### src/rtl/seqdet_pkg.sv
package seqdet_pkg;

    // State-only detector: flag equals the top state bit.
    typedef enum logic [2:0] {
        MO_IDLE        = 3'b000,
        MO_ONE         = 3'b001,
        MO_ONEONE      = 3'b010,
        MO_ONEONEZERO  = 3'b011,
        MO_MATCH       = 3'b100
    } moore_st_t;

    // Input-aware detector.
    typedef enum logic [1:0] {
        ME_IDLE        = 2'b00,
        ME_ONE         = 2'b01,
        ME_ONEONE      = 2'b10,
        ME_ONEONEZERO  = 2'b11
    } mealy_st_t;

endpackage

### src/rtl/seq1101_moore.sv
module seq1101_moore
    import seqdet_pkg::*;
(
    input  logic clk,
    input  logic reset,
    input  logic bit_in,
    output logic hit
);

    moore_st_t state_q;
    moore_st_t state_d;

    // Next-state logic
    always_comb begin
        state_d = MO_IDLE;
        unique case (state_q)
            MO_IDLE:       state_d = bit_in ? MO_ONE        : MO_IDLE;
            MO_ONE:        state_d = bit_in ? MO_ONEONE     : MO_IDLE;
            MO_ONEONE:     state_d = bit_in ? MO_ONEONE     : MO_ONEONEZERO;
            MO_ONEONEZERO: state_d = bit_in ? MO_MATCH      : MO_IDLE;
            MO_MATCH:      state_d = bit_in ? MO_ONEONE     : MO_IDLE;
            default:       state_d = MO_IDLE;
        endcase
    end

    // State register
    always_ff @(posedge clk) begin
        if (reset) state_q <= MO_IDLE;
        else       state_q <= state_d;
    end

    // Output: state only
    always_comb begin
        hit = 1'b0;
        unique case (state_q)
            MO_MATCH: hit = !reset;
            default:  hit = 1'b0;
        endcase
    end

endmodule

### src/rtl/seq1101_mealy.sv
module seq1101_mealy
    import seqdet_pkg::*;
(
    input  logic clk,
    input  logic reset,
    input  logic bit_in,
    output logic hit
);

    mealy_st_t state_q;
    mealy_st_t state_d;

    // Next-state logic
    always_comb begin
        state_d = ME_IDLE;
        unique case (state_q)
            ME_IDLE:       state_d = bit_in ? ME_ONE    : ME_IDLE;
            ME_ONE:        state_d = bit_in ? ME_ONEONE : ME_IDLE;
            ME_ONEONE:     state_d = bit_in ? ME_ONEONE : ME_ONEONEZERO;
            ME_ONEONEZERO: state_d = bit_in ? ME_ONE    : ME_IDLE;
            default:       state_d = ME_IDLE;
        endcase
    end

    // State register
    always_ff @(posedge clk) begin
        if (reset) state_q <= ME_IDLE;
        else       state_q <= state_d;
    end

    // Output: state and current bit
    always_comb begin
        hit = 1'b0;
        unique case (state_q)
            ME_ONEONEZERO: hit = bit_in && !reset;
            default:       hit = 1'b0;
        endcase
    end

endmodule

### src/rtl/seq1101_detector.sv
module seq1101_detector (
    input  logic clk,
    input  logic reset,
    input  logic bit_in,
    output logic hit_moore,
    output logic hit_mealy
);

    seq1101_moore u_moore (
        .clk    (clk),
        .reset  (reset),
        .bit_in (bit_in),
        .hit    (hit_moore)
    );

    seq1101_mealy u_mealy (
        .clk    (clk),
        .reset  (reset),
        .bit_in (bit_in),
        .hit    (hit_mealy)
    );

endmodule

### config.mk
export PLATFORM = sky130hd
export DESIGN_NAME = seq1101_detector
export DESIGN_NICKNAME = d
export VERILOG_FILES = /design/src/rtl/seqdet_pkg.sv /design/src/rtl/seq1101_moore.sv /design/src/rtl/seq1101_mealy.sv /design/src/rtl/seq1101_detector.sv
export SDC_FILE = /design/constraint.sdc
export NUM_CORES = 1
export LEC_CHECK = 0
export BUFFER_PORTS_ARGS = -buffer_cell sky130_fd_sc_hd__buf_4
export CAP_MARGIN = 10
export CORE_AREA = 2 2 39 41
export DETAILED_ROUTE_END_ITERATION = 16
export DIE_AREA = 0 0 41 43
export GPL_TIMING_DRIVEN = 0
export HOLD_SLACK_MARGIN = 0.1
export PLACE_DENSITY = 0.45
export RECOVER_POWER = 25
export SLEW_MARGIN = 20
export SYNTH_ARGS = -nofsm -noshare
export SYNTH_HDL_FRONTEND = slang
export SYNTH_SLANG_ARGS = --single-unit
### constraint.sdc
create_clock -name clk -period 2.2 [get_ports clk]
set_input_delay 0 -clock clk [delete_from_list [all_inputs] [get_ports clk]]
set_output_delay 0 -clock clk [all_outputs]
set_load 0.02 [all_outputs]
---- Yosys cells after proc, flatten, opt, wreduce, memory -nomap -nowiden ----
Index checks and enable logic that the tools add are counted.
W data, S select, Z words.
storage, ports and cells
  bits of input ports ..................... 3
  register bits after elaboration ......... 5
  output and inout port bits .............. 2
  word-level logic and storage cells ...... 26
operators by class
  equal/unequal tests ..................... 7
  multiplexer cells ....................... 11
  reductions and logical operators ........ 6
operators with widths
  operator              number
  $pmux W3 S4           1
  $eq A3 B2 Y1 const B  2
  $mux W1               6
  $pmux W2 S3           1
  $eq A2 B2 Y1 const B  2
  $mux W2               2
  $reduce_or A2 Y1      2
  $eq A3 B1 Y1 const B  1
  $eq A3 B3 Y1 const B  1
  $logic_not A3 Y1      1
  $mux W3               1
  $eq A2 B1 Y1 const B  1
  $logic_not A2 Y1      1
  $logic_and A1 B1 Y1   1
  $logic_not A1 Y1      1

---- Depth between registers and ports, before layout ----
Gate-level depths: netlist (run 1).
  depth after elaboration ................. 3
  gate-level depth with buffers ........... 4

---- By module ----
From an unflattened synthesis (run 1), not the netlist that was laid out.
unflattened totals
  cells, all modules ...................... 24
  area total of the unflattened synthesis .. 256.5 um2
by module, submodules not included
  module         cells each  sequential area each (um2)  area an instance (um2)  times used
  seq1101_moore  12          60.1                        133.9                   1
  seq1101_mealy  12          40.0                        122.6                   1

---- Least setup slack after synthesis (run 1) ----
OpenSTA, ideal clock, no wires.
  path type ............................... reg-to-output
  from .................................... register u_moore.state_q[1]
  to ...................................... output port hit_moore
  setup slack ............................. 1.084 ns
  required time ........................... 2.200 ns
  arrival ................................. 1.116 ns
  stages on the path, launching flop included .. 2
  path through ............................ dfxtp_1 -> nor4b_1
between the ends
  word-level cells in the longest chain between the ends .. 2
RTL lines
  what                      RTL line               text
  start: declaration        seq1101_moore.sv:10    moore_st_t state_q;
  start signal: assignment  seq1101_moore.sv:29    else state_q <= state_d;
  $eq A3 B3 Y1              seq1101_moore.sv:35    unique case (state_q)
  $mux W1                   seq1101_moore.sv:35
  end: declaration          seq1101_detector.sv:5  output logic hit_moore,
No other way between the ends.

---- Worst setup path after layout (run 1) ----
  from .................................... register u_mealy.state_q[1]
  to ...................................... register u_mealy.state_q[1]
between the ends
  word-level cells in the longest chain between the ends .. 3
  elaborated cells between the ends (all ways) .. 6
  those cells by class .................... 3 x eq/ne; 1 x mux; 2 x reduce/logical
RTL lines
  what                                                     RTL line             text
  start: declaration                                       seq1101_mealy.sv:10  mealy_st_t state_q;
  start signal: assignment                                 seq1101_mealy.sv:28  else state_q <= state_d;
  $eq A2 B2 Y1 / $logic_not A2 Y1 (equally long branches)  seq1101_mealy.sv:16  unique case (state_q)
  $reduce_or A2 Y1 (no source line)                        --
  $pmux W2 S3 (*)                                          seq1101_mealy.sv:16
Every way passes the cells marked *; elsewhere a longest branch is shown, timed or not.
A chain may end at the register's enable or synchronous reset.

==> results.toml, run 1 <==
[run_status]
status = "completed"

[clock_tree]
cts_tree = "yes"
cts_resized = 0
cts_sinks = 5
clkTransAtPathRegs_ps = 50
htreeDepth = 1
cts-root-buf = "clkbuf_4"
worstSkewPairLatency_ps = 240
cts-buffers-inserted = 3
clockBufferDepth = 2

[cells_and_area]
nFillCells = 157
postLayoutCoreUtil_pct = 25.0
area_growth_pct = 38.0
layout.cells.non_filler = 51
drive_gt1_share_pct = 17.1
multiInputGateArea_um2 = 134
stdcell_area_um2 = 345
num_antenna_cells = 0
fin_nets = 42
seqCellArea_um2 = 100

[synthesis]
synth.mux.area_fraction_pct = 8.00
synth_simple_gate_area_share_pct = 20.0
synth_top_family_by_area = "simple AND/OR/NAND/NOR gates"
ys_seq_area_share_pct = 40.0
yosys_warnings = 0
synth_compound_area_share_pct = 3.50
synth_cell_types = 13
synth.avg_cell_area_um2 = 10.0
yosys-top-cells-area = "dfxtp_1, ha_1, mux2i_1"
syn_inst = 25
mappedNetlistArea_um2 = 250
synth_adder_area_share_pct = 15.0
synth_fp_nets = 31
synth_top_area_share_pct = 40.0
yosysTopAreaCell = "dfxtp_1"
ys_seq_elements = 5
synth_xor_area_share_pct = 7.00

[worst_setup_path]
r2r_slack_ps = 720
required_ps = 2330
r2r-end = "u_mealy.state_q[1]"
setup.worst_path.start_class = "flop"
crit_chain = "inv_1 -> ha_1 -> mux2i_1 -> nor2_1 -> dlygate4sd3_1"
cp.arrival_ps = 1610
setup.worst_path.end_class = "flop"
cpMaxStageDelayCell = "dlygate4sd3_1"
crit_path_max_fanout = 3
critPathKind = "reg2reg"
r2r_start = "u_mealy.state_q[1]"
cp_slowest_stage_delay_ps = 550
reg2reg_depth = 5

[job]
drv_cap = 0

[global_routing]
grt_max_degree = 9
grt-ovfl-total = 0
grt_usage_pct = 8.35
grt_pass1_wl_um = 903
antenna_found_initial = 0
grt_pass1_vias = 235

[pwr]
peakVddDrop_mv = 0.232
power.density_nw_per_um2 = 689
leakagePower_nw = 0.143
finalPower_mw = 0.238

[route]
viasPerCell = 4.18
drc = 0
vias = 213
ant_nets = 0
wire_per_inst_um = 10.1
dr.first_iter.drc_count = 0
totalWireLength_um = 515
first_pass_iters = 1

[timing]
period_needed_ps = 1480
finalHoldViolCount = 0
post-route-period-util_pct = 67.3
setup_slack_ps = 720
setup_tns_ps = 0
rsz0062_at_grt = "false"
finalSetupViolCount = 0
skew_ps = 0.0960
hold_ws_ps = 504
slew_headroom_pct = 82.4
tightest_slew_ps = 260
slew_viol_final = 0
max_freq_mhz = 676

[floorplanning]
die_w_um = 41
core_area_um2 = 1380
num_rows = 14
die_area_um2 = 1760
num_io_pins = 5
fp.dieH_um = 43
start_util_pct = 18.1

[placed_design]
place_ws_ps = 1160
gp_congestion = 0.646
placed_area_um2 = 293
portBuffers = 3
placed_cells = 44

[min_path]
min_to = "u_moore.state_q[2]"
hp-start = "u_moore.state_q[1]"
min_path_cells = 2
min_path_type = "reg2reg"
worst max-delay path: cells and delay by family, from the launching register on:
| family | cells | cell delay, ps |
|---|---|---|
| buffers and inverters | 2 | 610 |
| muxes | 1 | 140 |
| DFF | 1 | 360 |
| adders and majority gates | 1 | 190 |
| and+or+nand+nor | 1 | 50 |
synthesized netlist by cell type (all sizes together):
library cell  number
clkbuf             1
dfxtp              5
ha                 3
inv                3
mux2i              2
nand2              1
nor2               2
nor3b              1
nor4               2
nor4b              1
o41ai              1
or4b               1
xnor2              2
where the power goes:
group	switching, mW	internal (mW)
logic	0.0117	0.0141
clock network	0.0402	0.0687
registers	0.00647	0.0967
total	0.0584	0.180
area by class of cell:
class	count	share of cell area [%]
flip-flops and latches	5	29.0
plain buffers	1	1.45
clock buffers	4	7.61
well taps	16	5.80
inverters	3	3.26
multi-input cells	16	38.8
repair buffers	6	14.1
per-layer routing:
metal  GRT usage, %  wire (um)  up-vias
met5              0          0        -
met4           4.00          0        0
met3           6.28         24        0
met2           13.8        296        7
met1           6.80        194      101
li1               -          -      105
cell usage in the layout, fill, tap and decap left out:
cell and count:
buf_4 2, nor3b_1 1, or4b_1 1, o41ai_1 1
dlygate4sd3_1 3, clkbuf_4 3, xnor2_1 2, ha_1 3
dfxtp_1 5, nor4_1 2, nor4b_1 1, inv_1 3
clkbuf_2 1, nor2_1 2, nand2_1 1, clkbuf_1 2
mux2i_1 2
cells by family (layout without fill, tap and decap cells):
group           Yosys count  after routing
mux                       2              2
buf+inv                   4             14
flops                     5              5
simple gates              8              8
xor+xnor                  2              2
compound gates            1              1
fa+ha+maj                 3              3
flip-flops by register name, summed over array words and instances, names as in the netlist:
signal,cells
u_moore.state_q,3
u_mealy.state_q,2
repair_timing:
item | in CTS | in global routing
hold buffers | 3 | 0
setup buffers | 0 | 0
endpoints found under the hold margin | 5 | 0
how the worst max path moves through the flow:
stage | from | end | slack, ps
5_1_grt | u_mealy.state_q[1] | u_mealy.state_q[1] | 660
3_5_place_dp | u_moore.state_q[0] | u_moore.state_q[1] | 1160
2_1_floorplan | u_moore.state_q[1] | hit_moore | 1080
6_report | u_mealy.state_q[1] | u_mealy.state_q[1] | 720
3_3_place_gp | u_moore.state_q[0] | u_moore.state_q[1] | 1200
4_1_cts | u_mealy.state_q[0] | u_mealy.state_q[1] | 740
(Power assumes the default switching activity.)
==> inputs of run 2 (changes only) <==
clock period = 1.4 ns   (was 2.2 ns; I/O delays follow)
==> results.toml, run 2 (same netlist as run 1, synthesis figures left out) <==
[placed_design]
portBuffers = 3
gp_congestion = 0.646
placed_area_um2 = 293
placed_cells = 44

[floorplanning]
num_rows = 14
die_w_um = 41
num_io_pins = 5
fp.dieH_um = 43
start_util_pct = 18.1
core_area_um2 = 1380
die_area_um2 = 1760

[timing]
finalSetupViolCount = 0
finalHoldViolCount = 0
post-route-period-util_pct = 82.2
slew_headroom_pct = 82.4
slew_viol_final = 0
period_needed_ps = 1150
tightest_slew_ps = 260
skew_ps = 0.0961
max_freq_mhz = 869
rsz0062_at_grt = "false"
setup_tns_ps = 0

[cells_and_area]
largestRegisters = "u_moore.state_q: 3 flops, u_mealy.state_q: 2 flops"
final_common_cell = "dfxtp_1"
stdcell_area_um2 = 339
num_antenna_cells = 0
area_growth_pct = 35.5
mostFrequentLayoutCells = "dfxtp_1, inv_1, ha_1, clkbuf_4, buf_4"
drive_gt1_share_pct = 20.6
layout.cells.non_filler = 50
top_register = "u_moore.state_q"
nFillCells = 157
fin_nets = 41
largest_reg_flops = 3
postLayoutCoreUtil_pct = 24.5

[clock_tree]
ctsHoldBuffers = 2
clockBufferDepth = 2
cts-buffers-inserted = 3
cts_tree = "yes"
cts-root-buf = "clkbuf_4"
cts_sinks = 5
htreeDepth = 1
clkTransAtPathRegs_ps = 50
worstSkewPairLatency_ps = 240
post-cts-setup-buffers = 0
cts_resized = 0

[global_routing]
grt_max_degree = 9
antenna_found_initial = 0
grt-ovfl-total = 0
grt_pass1_vias = 227
grt_pass1_wl_um = 876
grt_usage_pct = 8.05

[pwr]
leakagePower_nw = 0.140
finalPower_mw = 0.372
power.density_nw_per_um2 = 1100
peakVddDrop_mv = 0.352

[route]
vias = 209
totalWireLength_um = 493
dr.first_iter.drc_count = 0
drc = 0
first_pass_iters = 1
viasPerCell = 4.18
ant_nets = 0
wire_per_inst_um = 9.86

[worst_setup_path]
critPathKind = "in2out"
required_ps = 1400
crit_path_max_fanout = 8
setup.worst_path.end_class = "primary output"
crit_chain = "dlygate4sd3_1 -> clkbuf_2 -> nor4b_1 -> buf_4"
cpMaxStageDelayCell = "dlygate4sd3_1"
setup.worst_path.start_class = "input port"
cp_slowest_stage_delay_ps = 530
cp.arrival_ps = 1150

[min_path]
min_path_type = "reg2reg"

[run_status]
status = "completed"

[job]
drv_cap = 0
-- run 2: changes by cell type in the layout (fill, tap and decap cells not counted) --
cell and delta:
clkbuf_1 -1, buf_4 +1, dlygate4sd3_1 -1
-- run 2: final timing paths --
kind	to	start	cells past startpoint	slack, ps
worst max register to register	u_moore.state_q[1]	u_moore.state_q[0]	2	340
worst min-delay path	u_moore.state_q[2]	u_moore.state_q[1]	2	500
worst max-delay path	hit_moore	reset	4	250
worst min register to register	u_moore.state_q[2]	u_moore.state_q[1]	2	500
-- run 2: per-layer routing --
layer  share of wire, %  vias to the layer above  track usage, %
met5                  0                        -               0
met4                  0                        0            4.00
met3                4.9                        0            6.28
met2                 55                        7            12.8
met1                 39                       99            6.80
li1                   -                      103               -
-- run 2: area by class of cell --
| class | instances | area (um^2) | area share [%] |
|---|---|---|---|
| Tap cell | 16 | 20.0 | 5.90 |
| Sequential cell | 5 | 100 | 29.5 |
| Inverter | 3 | 11.3 | 3.32 |
| Multi-Input combinational cell | 16 | 134 | 39.5 |
| Timing Repair Buffer | 5 | 42.5 | 12.5 |
| Buffer | 1 | 5.00 | 1.48 |
| Clock buffer | 4 | 26.3 | 7.75 |
-- run 2: power breakdown --
part | switching [mW] | internal (mW) | total [mW]
Clock | 0.0631 | 0.108 | 0.171
Combinational | 0.0178 | 0.0216 | 0.0394
Sequential | 0.0100 | 0.152 | 0.162
Total | 0.0909 | 0.282 | 0.372
-- run 2: per-stage QoR --
stage	hold slack (ps)	setup slack, ps
global placement	272	402
finish	504	249
detailed placement	283	365
CTS	508	242
floorplan	147	284
global route	524	126
-- run 2: worst max-delay path: cells and delay by family --
kind          cells  cell delay (ps)
buf+inv           3              880
simple gates      1              260
